<file path="src/rtl/txq_steer_pkg.sv">
package txq_steer_pkg;
  localparam int unsigned NUM_CH     = 8;
  localparam int unsigned CH_W       = $clog2(NUM_CH);
  localparam int unsigned CMD_CH     = 7;
  localparam int unsigned TRAFFIC_CH = 4;
  localparam int unsigned CFG_W      = CH_W + 1;

  typedef struct packed {
    logic            act;
    logic [CH_W-1:0] ch;
  } q_cfg_t;
endpackage

</file>
<file path="src/rtl/txq_map_regs.sv">
module txq_map_regs
  import txq_steer_pkg::*;
#(
  parameter int unsigned NUM_Q = 16,
  localparam int unsigned QW   = $clog2(NUM_Q)
) (
  input  logic                   clk_i,
  input  logic                   rst_ni,
  input  logic                   we_i,
  input  logic [QW-1:0]          qidx_i,
  input  logic [CFG_W-1:0]       data_i,
  output q_cfg_t [NUM_Q-1:0]     cfg_o
);
  for (genvar q = 0; q < NUM_Q; q++) begin : g_entry
    always_ff @(posedge clk_i or negedge rst_ni) begin
      if (!rst_ni) begin
        cfg_o[q] <= '0;
      end else if (we_i && (qidx_i == QW'(q))) begin
        cfg_o[q] <= q_cfg_t'(data_i);
      end
    end
  end
endmodule

</file>
<file path="src/rtl/txq_rr_pick.sv">
module txq_rr_pick #(
  parameter int unsigned N  = 16,
  localparam int unsigned IW = $clog2(N)
) (
  input  logic          clk_i,
  input  logic          rst_ni,
  input  logic [N-1:0]  req_i,
  input  logic          adv_i,
  output logic          valid_o,
  output logic [IW-1:0] idx_o
);
  logic [IW-1:0] ptr_q;
  logic [IW-1:0] j;

  // scan upward from ptr_q; N is a power of two so IW-bit add wraps
  always_comb begin
    valid_o = 1'b0;
    idx_o   = '0;
    j       = '0;
    for (int k = 0; k < N; k++) begin
      j = ptr_q + IW'(k);
      if (!valid_o && req_i[j]) begin
        valid_o = 1'b1;
        idx_o   = j;
      end
    end
  end

  always_ff @(posedge clk_i or negedge rst_ni) begin
    if (!rst_ni) ptr_q <= '0;
    else if (adv_i) ptr_q <= idx_o + IW'(1);
  end
endmodule

</file>
<file path="src/rtl/txq_ch_select.sv">
module txq_ch_select
  import txq_steer_pkg::*;
(
  input  logic [NUM_CH-1:0] has_req_i,
  input  logic [NUM_CH-1:0] room_i,
  output logic              valid_o,
  output logic [CH_W-1:0]   ch_o
);
  logic [NUM_CH-1:0] elig;
  assign elig = has_req_i & room_i;

  always_comb begin
    valid_o = 1'b0;
    ch_o    = '0;
    if (elig[CMD_CH]) begin
      valid_o = 1'b1;
      ch_o    = CH_W'(CMD_CH);
    end else begin
      for (int c = TRAFFIC_CH - 1; c >= 0; c--) begin
        if (!valid_o && elig[c]) begin
          valid_o = 1'b1;
          ch_o    = CH_W'(c);
        end
      end
    end
  end
endmodule

</file>
<file path="src/rtl/txq_steer_arb.sv">
module txq_steer_arb
  import txq_steer_pkg::*;
#(
  parameter int unsigned NUM_Q = 16,
  localparam int unsigned QW   = $clog2(NUM_Q)
) (
  input  logic              clk_i,
  input  logic              rst_ni,
  input  logic              cfg_we_i,
  input  logic [QW-1:0]     cfg_qidx_i,
  input  logic [CFG_W-1:0]  cfg_data_i,
  input  logic [NUM_Q-1:0]  q_ready_i,
  input  logic [NUM_CH-1:0] ch_room_i,
  input  logic              grant_accept_i,
  output logic              grant_valid_o,
  output logic [QW-1:0]     grant_q_o,
  output logic [CH_W-1:0]   grant_ch_o
);
  q_cfg_t [NUM_Q-1:0]           q_cfg;
  logic   [NUM_CH-1:0][NUM_Q-1:0] ch_req;
  logic   [NUM_CH-1:0]          pick_v;
  logic   [NUM_CH-1:0][QW-1:0]  pick_idx;
  logic                         sel_v;
  logic   [CH_W-1:0]            sel_ch;
  logic                         take;

  txq_map_regs #(.NUM_Q(NUM_Q)) u_map (
    .clk_i  (clk_i),
    .rst_ni (rst_ni),
    .we_i   (cfg_we_i),
    .qidx_i (cfg_qidx_i),
    .data_i (cfg_data_i),
    .cfg_o  (q_cfg)
  );

  assign take = sel_v & grant_accept_i;

  for (genvar c = 0; c < NUM_CH; c++) begin : g_ch
    for (genvar q = 0; q < NUM_Q; q++) begin : g_q
      assign ch_req[c][q] = q_ready_i[q] & q_cfg[q].act & (q_cfg[q].ch == CH_W'(c));
    end
    txq_rr_pick #(.N(NUM_Q)) u_rr (
      .clk_i   (clk_i),
      .rst_ni  (rst_ni),
      .req_i   (ch_req[c]),
      .adv_i   (take && (sel_ch == CH_W'(c))),
      .valid_o (pick_v[c]),
      .idx_o   (pick_idx[c])
    );
  end

  txq_ch_select u_sel (
    .has_req_i (pick_v),
    .room_i    (ch_room_i),
    .valid_o   (sel_v),
    .ch_o      (sel_ch)
  );

  assign grant_valid_o = sel_v;
  assign grant_ch_o    = sel_v ? sel_ch : '0;
  assign grant_q_o     = sel_v ? pick_idx[sel_ch] : '0;
endmodule

</file>
<file path="config.mk">
export PLATFORM = sky130hd
export DESIGN_NAME = txq_steer_arb
export DESIGN_NICKNAME = d
export VERILOG_FILES = /design/src/rtl/txq_steer_pkg.sv /design/src/rtl/txq_map_regs.sv /design/src/rtl/txq_rr_pick.sv /design/src/rtl/txq_ch_select.sv /design/src/rtl/txq_steer_arb.sv
export SDC_FILE = /design/constraint.sdc
export NUM_CORES = 1
export LEC_CHECK = 0
export ABC_CLOCK_PERIOD_IN_PS = 12450
export CAP_MARGIN = 5
export CELL_PAD_IN_SITES_DETAIL_PLACEMENT = 1
export CELL_PAD_IN_SITES_GLOBAL_PLACEMENT = 1
export CORE_MARGIN = 2
export CORE_UTILIZATION = 25
export CTS_CLUSTER_DIAMETER = 150
export DETAILED_ROUTE_END_ITERATION = 7
export HOLD_SLACK_MARGIN = 0.12
export PLACE_DENSITY_LB_ADDON = 0.1
export RECOVER_POWER = 25
export SLEW_MARGIN = 30
export SYNTH_ARGS = -nofsm -noshare
export SYNTH_HDL_FRONTEND = slang
export SYNTH_SLANG_ARGS = --single-unit
</file>
<file path="constraint.sdc">
create_clock -name clk_i -period 12.45 [get_ports clk_i]
set_input_delay 3.1125 -clock clk_i [delete_from_list [all_inputs] [get_ports clk_i]]
set_output_delay 3.1125 -clock clk_i [all_outputs]
set_load 0.03 [all_outputs]
</file>
==> results of run 1 <==
[registers in the layout, summed over array words and instances (netlist names)]
register and flops:
u_map.cfg_o 64, g_ch.u_rr.ptr_q 20
[through the flow]
step / setup WS, ns / cells / instance area (um2) / total power (uW)
2_1_floorplan: 2.475 / 2310 / 20630 / 4576
3_3_place_gp: 0.4078 / 3323 / 22180 / 6626
3_5_place_dp: 0.6358 / 3323 / 22210 / 6664
4_1_cts: 0.6236 / 3338 / 22510 / 6995
5_1_grt: 0.3266 / 3338 / 22540 / 7490
6_report: 0.5945 / 3339 / 22540 / 6998
[layout make-up]
| type | count | area, um2 | area share |
|---|---|---|---|
| flip-flops and latches | 84 | 2103 | 0.09330 |
| clock inverters | 6 | 73.82 | 0.003275 |
| well taps | 1070 | 1339 | 0.05938 |
| inverters | 47 | 176.4 | 0.007826 |
| diodes | 1 | 2.502 | 0.0001110 |
| repair buffers | 118 | 975.9 | 0.04329 |
| clock buffers | 9 | 225.2 | 0.009990 |
| multi-input cells | 2004 | 17650 | 0.7828 |
[logic make-up after synthesis]
group,after synthesis,synth area share
mux,404,0.3644
flops,84,0.1019
compound gates,541,0.1895
fa+ha+maj,40,0.02426
xor+xnor,77,0.03488
buf+inv,222,0.04658
simple gates,942,0.2384
[final timing paths]
| check | startpoint | to | slack [ns] | cells past startpoint |
|---|---|---|---|---|
| worst max-delay path | q_ready_i[7] | grant_q_o[2] | 0.59 | 14 |
| min in group asynchronous | rst_ni | g_ch[2].u_rr.ptr_q[2] | 3.07 | 1 |
| worst max register to register | g_ch[3].u_rr.ptr_q[0] | g_ch[0].u_rr.ptr_q[1] | 5.73 | 14 |
| worst min-delay path | u_map.cfg_o[62] | u_map.cfg_o[62] | 0.57 | 1 |
| max in group asynchronous | rst_ni | u_map.cfg_o[15] | 4.74 | 2 |
| worst min register to register | u_map.cfg_o[62] | u_map.cfg_o[62] | 0.57 | 1 |
[metal layers]
layer	global-route usage	share of wire
met1	0.3451	0.47
met2	0.3938	0.47
met3	0.02283	0.045
met4	0.04436	0.017
met5	0	0
[worst max-delay path, stage by stage]
cell	delay, ns
clkdlybuf4s50_1	0.57
and3b_1	0.38
and2_1	0.31
mux4_2	0.48
mux2i_1	0.52
o221a_2	0.45
nor3b_1	0.59
nand4b_1	0.34
nand4_1	0.23
o21bai_1	0.24
a222oi_1	0.42
nand4_1	0.18
o311ai_0	0.15
clkdlybuf4s50_1	0.74
[report_power, final]
| group | internal [uW] | leakage [uW] | total [uW] | switching, uW |
|---|---|---|---|---|
| Clock | 157 | 0.000140 | 305 | 147 |
| Sequential | 349 | 0.00103 | 530 | 181 |
| Combinational | 2240 | 0.00630 | 6160 | 3920 |
| Total | 2750 | 0.00747 | 7000 | 4250 |
[synth_stat cells, drive strengths merged, types with 19 or more instances]
| master | number | area share |
|---|---|---|
| mux2 | 89 | 0.049 |
| mux2i | 49 | 0.024 |
| ha | 40 | 0.024 |
| and3 | 26 | 0.0079 |
| inv | 44 | 0.0080 |
| nor3 | 84 | 0.021 |
| clkbuf | 84 | 0.015 |
| buf | 91 | 0.023 |
| and3b | 20 | 0.0085 |
| mux4 | 266 | 0.29 |
| nand2b | 54 | 0.017 |
| o21ai | 86 | 0.021 |
| dfrtp | 84 | 0.10 |
| nor2 | 230 | 0.042 |
| nand2 | 220 | 0.040 |
| o31ai | 19 | 0.0078 |
| nand3 | 115 | 0.028 |
| nor2b | 39 | 0.012 |
| o32ai | 43 | 0.018 |
| a21oi | 97 | 0.024 |
| nand3b | 45 | 0.019 |
| xnor2 | 51 | 0.023 |
| o211ai | 25 | 0.0093 |
| o22ai | 32 | 0.0097 |
| xor2 | 26 | 0.012 |
==> summary.md, run 1 <==
| Metric | Value |
|---|---|
| Via-per-instance ratio | 6.278 |
| Failing checks | capacitance limit, slew limit |
| Peak VDD IR | 181.6 uV |
| Crit path DAT | 8.74 ns |
| Area grow syn2layout | 9.293% |
| RD Place Congestion | 0.8960 |
| Nets | 2,340 |
| DR DRC count | 0 |
| DRT Pass-1 Iters | 5 |
| Clk_skew | 0.03091 ns |
| CTS-repair resized insts | 0 |
| Commonest non-fill, non-tap cell in the layout | mux4_2 |
| CORE AREA | 0.08185 mm2 |
| CTS root buffer | clkbuf_16 |
| Most frequent cells in the layout | 257 x mux4_2, 229 x nor2_1, 220 x nand2_1 |
| DIE AREA | 0.08482 mm2 |
| DIE HEIGHT | 291.2 um |
| Leak Pwr | 0.007471 uW |
| Grt ovf | 0 |
| CTS tree | built |
| Final wirelength | 103.4 mm |
| FMAX | 84.35 MHz |
| Number of DRC markers in iteration 0 | 1,977 |
| Capturing element type of the critical path | output port |
| Routed Antenna Nets | 0 |
| RSZ-0062 raised after global routing | no |
| Hold_buf cts | 0 |
| Finished Core Util | 0.2754 |
| Final hold viol count | 0 |
| Row count | 105 |
| Die X | 291.2 um |
| Slew HR | -1.740 |
| # Post-CTS Setup Buffers | 0 |
| Register bit total from synthesis | 84 |
| Worst min-delay path category | reg -> reg |
| Synth cell types | 116 |
| First-pass GRT wire length | 152.6 mm |
| Asr flop ratio synth | 1.000 |
| Vias in the first global route | 20,980 |
| WS Path Type | in -> out |
| Via count | 20,960 |
| Hpwl dp | 78.63 mm |
| Share of cells above drive strength 1 | 0.2346 |
| Num CTS Buffers | 9 |
| Setup violations, final | 0 |
| Clock sinks | 84 |
| Filler cells | 9,452 |
| Min Hold Slack | 0.5707 ns |
| Max Cap Viol | 2 |
| Pin count of the biggest net entering global routing | 69 |
| Setup crit start kind | primary input |
| Clock Path Buffers | 2 |
| Top Ports | 44 |
| Per-cell routed wire length | 30.96 um |
| Dominant synthesized flop cell | dfrtp_1 |
| Fin crit share | 0.9523 |
| Worst Tran Pin Value | 4.110 ns |
| Total negative setup slack | 0 ns |
| CTS clock-pin slew for the worst setup and hold paths | 0.07 ns |
| Skew-Pair Late Insertion Delay | 0.40 ns |
| CP required | 9.34 ns |
| Syn nets | 2,386 |
| Crit path max fanout | 8 |
| Outcome | finished, violations left |
| Part of the Yosys area used for sequential elements | 0.1019 |
| Port Buffers | 40 |
| Syn Area/Cell | 8.930 um2 |
| Mapped cell area | 0.02063 mm2 |
| Cells after synthesis | 2,310 |
| H-Tree Depth | 3 |
| Synth warnings | 0 |
| PD cells | 310.4 mW/mm2 |
| Total GRT Usage | 0.2405 |
| Initial antenna violation count | 0 |
| Max-slew violations | 87 |
| Post-synth EDFFs | 0 |
| Starting Density | 0.2520 |
| Min Clock Period, post-route | 11.86 ns |
Power figures use the tool's default switching activity.
==> run 2: changes to the inputs <==
- CORE_MARGIN: 2 -> not set
==> run 2 against run 1 <==
- the flow still finishes with violations (capacitance limit, slew limit)
- routed wire length decreased by 1.3%
- maximum frequency decreased by 0.53%
- global-route usage increased by 0.24 points
- largest power group unchanged
- highest routed layer unchanged
==> summary.md, run 2 (synthesis gave the netlist of run 1 again) <==
| Metric | Value |
|---|---|
| Via-per-instance ratio | 6.315 (was 6.278) |
| Max-slew violations | 87 (unchanged) |
| Vias in the first global route | 20,770 (was 20,980) |
| Starting Density | 0.2544 (was 0.2520) |
| Hpwl dp | 77.50 mm (was 78.63 mm) |
| Share of cells above drive strength 1 | 0.2326 (was 0.2346) |
| RSZ-0062 raised after global routing | no (unchanged) |
| Leak Pwr | 0.007486 uW (was 0.007471 uW) |
| Clk_skew | 0.01405 ns (was 0.03091 ns) |
| Slowest-stage cell, CP | nor3_1 (was clkdlybuf4s50_1) |
| RD Place Congestion | 0.8902 (was 0.8960) |
| Total negative setup slack | 0 ns (unchanged) |
| Die X | 289.2 um (was 291.2 um) |
| WS Path Type | in -> out (unchanged) |
| Per-cell routed wire length | 30.64 um (was 30.96 um) |
| N_diodes | 0 (was 1) |
| Comb pwr share | 0.882 (was 0.881) |
| Hold Startpoint | u_map.cfg_o[56] (was u_map.cfg_o[62]) |
| Worst min-delay path category | reg -> reg (unchanged) |
| FMAX | 83.90 MHz (was 84.35 MHz) |
| Num CTS Buffers | 9 (unchanged) |
| CTS tree | built (unchanged) |
| Post-placement setup slack | 0.6263 ns (was 0.6358 ns) |
| Net Sw Frac | 0.6083 (was 0.6074) |
| Setup violations, final | 0 (unchanged) |
| Filler cells | 9,402 (was 9,452) |
| First-pass GRT wire length | 150.3 mm (was 152.6 mm) |
| CTS clock-pin slew for the worst setup and hold paths | 0.08 ns (was 0.07 ns) |
| Largest regs | u_map.cfg_o: 64 flops, g_ch.u_rr.ptr_q: 20 flops (unchanged) |
| Biggest register | u_map.cfg_o (unchanged) |
| CORE AREA | 0.08107 mm2 (was 0.08185 mm2) |
| R2R Setup Slk | 5.79 ns (was 5.73 ns) |
| Switch Pwr | 4246 uW (was 4251 uW) |
| DRT Pass-1 Iters | 5 (unchanged) |
| Most frequent cells in the layout | 257 x mux4_2, 229 x nor2_1, 220 x nand2_1 (unchanged) |
| Worst r2r src | g_ch[3].u_rr.ptr_q[1] (was g_ch[3].u_rr.ptr_q[0]) |
| Via count | 21,030 (was 20,960) |
| Min Clock Period, post-route | 11.92 ns (was 11.86 ns) |
| Reg2reg path depth | 13 (was 14) |
| DIE AREA | 0.08366 mm2 (was 0.08482 mm2) |
| Crit path DAT | 8.81 ns (was 8.74 ns) |
| CTS-repair resized insts | 0 (unchanged) |
| Area grow syn2layout | 9.299% (was 9.293%) |
| Pin count of the biggest net entering global routing | 66 (was 69) |
| Final wirelength | 102.0 mm (was 103.4 mm) |
| Clock sinks | 84 (unchanged) |
| Number of DRC markers in iteration 0 | 1,939 (was 1,977) |
| Routed Antenna Nets | 0 (unchanged) |
| # Post-CTS Setup Buffers | 0 (unchanged) |
| CP required | 9.34 ns (about the same) |
| Crit path launch | q_ready_i[1] (was q_ready_i[7]) |
| Commonest non-fill, non-tap cell in the layout | mux4_2 (unchanged) |
| Reg2reg end | g_ch[0].u_rr.ptr_q[0] (was g_ch[0].u_rr.ptr_q[1]) |
| Outcome | finished, violations left (unchanged) |
| Port Buffers | 40 (unchanged) |
| Slew HR | -1.538 (was -1.740) |
| Failing checks | capacitance limit, slew limit (unchanged) |
| Setup crit start kind | primary input (unchanged) |
| Skew-Pair Late Insertion Delay | 0.40 ns (about the same) |
| DR DRC count | 0 (unchanged) |
| Clock Path Buffers | 2 (unchanged) |
| Max Cap Viol | 2 (unchanged) |
| Nets | 2,341 (was 2,340) |
| H-Tree Depth | 3 (unchanged) |
| Clock group share of total power | 0.043 (was 0.044) |
| Final hold viol count | 0 (unchanged) |
| Row count | 104 (was 105) |
| Fin crit share | 0.9573 (was 0.9523) |
| Hold Path End | u_map.cfg_o[56] (was u_map.cfg_o[62]) |
| Max reg flops | 64 (unchanged) |
| Power Internal | 2734 uW (was 2748 uW) |
| Peak VDD IR | 234.1 uV (was 181.6 uV) |
| Crit path cell chain | clkdlybuf4s50_1 -> nand3b_2 -> nor3_1 -> mux4_2 -> mux2i_1 -> o21ai_1 -> a2111oi_0 -> a2111oi_0 -> buf_4 -> a311oi_1 -> nor3_1 -> buf_4 -> a221oi_1 -> nand2b_1 -> a21boi_1 -> clkdlybuf4s50_1 (was clkdlybuf4s50_1 -> and3b_1 -> and2_1 -> mux4_2 -> mux2i_1 -> o221a_2 -> nor3b_1 -> nand4b_1 -> nand4_1 -> o21bai_1 -> a222oi_1 -> nand4_1 -> o311ai_0 -> clkdlybuf4s50_1) |
| CTS root buffer | clkbuf_16 (unchanged) |
| Worst Tran Pin Value | 3.806 ns (was 4.110 ns) |
| Grt ovf | 0 (unchanged) |
| Crit path max fanout | 9 (was 8) |
| Flop pwr share | 0.074 (was 0.076) |
| Final worst slack | 0.5311 ns (was 0.5945 ns) |
| Top Ports | 44 (unchanged) |
| Hold_buf cts | 0 (unchanged) |
| Total GRT Usage | 0.2429 (was 0.2405) |
| PD cells | 309.6 mW/mm2 (was 310.4 mW/mm2) |
| DIE HEIGHT | 289.2 um (was 291.2 um) |
| WHS Path Cells | 1 (unchanged) |
| CP peak stage delay | 0.88 ns (was 0.74 ns) |
| Capturing element type of the critical path | output port (unchanged) |
| Initial antenna violation count | 0 (unchanged) |
## run 2: cell count changes in the layout (fill, tap and decap cells not counted), sizes merged
cell      before  now
inv           45   47
clkinvlp       2    0
clkinv         5    7
diode          1    0
buf           77   78
bufinv         1    0
## run 2: routing by layer
| layer | part of all wire | routed length (um) | up-vias | GRT usage |
|---|---|---|---|---|
| met5 | 0 | 0 | - | 0 |
| met4 | 0.015 | 1495 | 0 | 0.04368 |
| met3 | 0.054 | 5559 | 76 | 0.02661 |
| met2 | 0.47 | 48260 | 776 | 0.4011 |
| met1 | 0.46 | 46710 | 11090 | 0.3425 |
| li1 | - | - | 9092 | - |
## run 2: worst max-delay path: cells and delay by family
family	cells	cell delay, ns
mux	2	0.60
compound gates	6	1.81
simple gates	4	1.54
buf+inv	4	1.70
## run 2: power by group through the flow
stage | Sequential [uW] | Clock (uW) | Combinational (uW)
finish | 518 | 302 | 6160
global route | 526 | 316 | 6600
CTS | 512 | 315 | 6160
detailed placement | 517 | 0 | 6140
global placement | 512 | 0 | 6080
floorplan | 412 | 0 | 4160
## run 2: how the worst max path moves through the flow
| stage | cells after the start | end | slack [ns] |
|---|---|---|---|
| after detailed placement | 14 | grant_q_o[1] | 0.63 |
| after global routing | 14 | grant_q_o[1] | 0.32 |
| final | 16 | grant_q_o[0] | 0.53 |
| after CTS | 14 | grant_q_o[1] | 0.65 |
| after global placement | 16 | grant_q_o[0] | 0.68 |
| after floorplan | 14 | grant_q_o[1] | 2.47 |
## run 2: cell type report
class | count | area (um2) | share of cell area
Multi-Input combinational cell | 2004 | 17650 | 0.7827
Sequential cell | 84 | 2103 | 0.09329
Tap cell | 1060 | 1326 | 0.05883
Timing Repair Buffer | 119 | 991.0 | 0.04395
Clock buffer | 9 | 225.2 | 0.009989
Inverter | 47 | 176.4 | 0.007825
Clock inverter | 7 | 76.32 | 0.003385
## run 2: per-stage QoR
stage / instances / utilization / power (uW) / hold slack [ns] / cell area (um2)
after CTS: 3330 / 0.2779 / 6986 / 0.5185 / 22530
after floorplan: 2310 / - / 4576 / 0.5240 / 20630
after global placement: 3313 / 0.2736 / 6593 / 0.4941 / 22180
after detailed placement: 3314 / 0.2742 / 6655 / 0.4996 / 22230
after global routing: 3330 / 0.2781 / 7448 / 0.5335 / 22550
final: 3330 / 0.2781 / 6980 / 0.5164 / 22550
==> run 3: changes to the inputs <==
- SKIP_LAST_GASP: not set -> 1
==> results of run 3 <==
Final layout, timing and power as in run 2 (identical DEF).
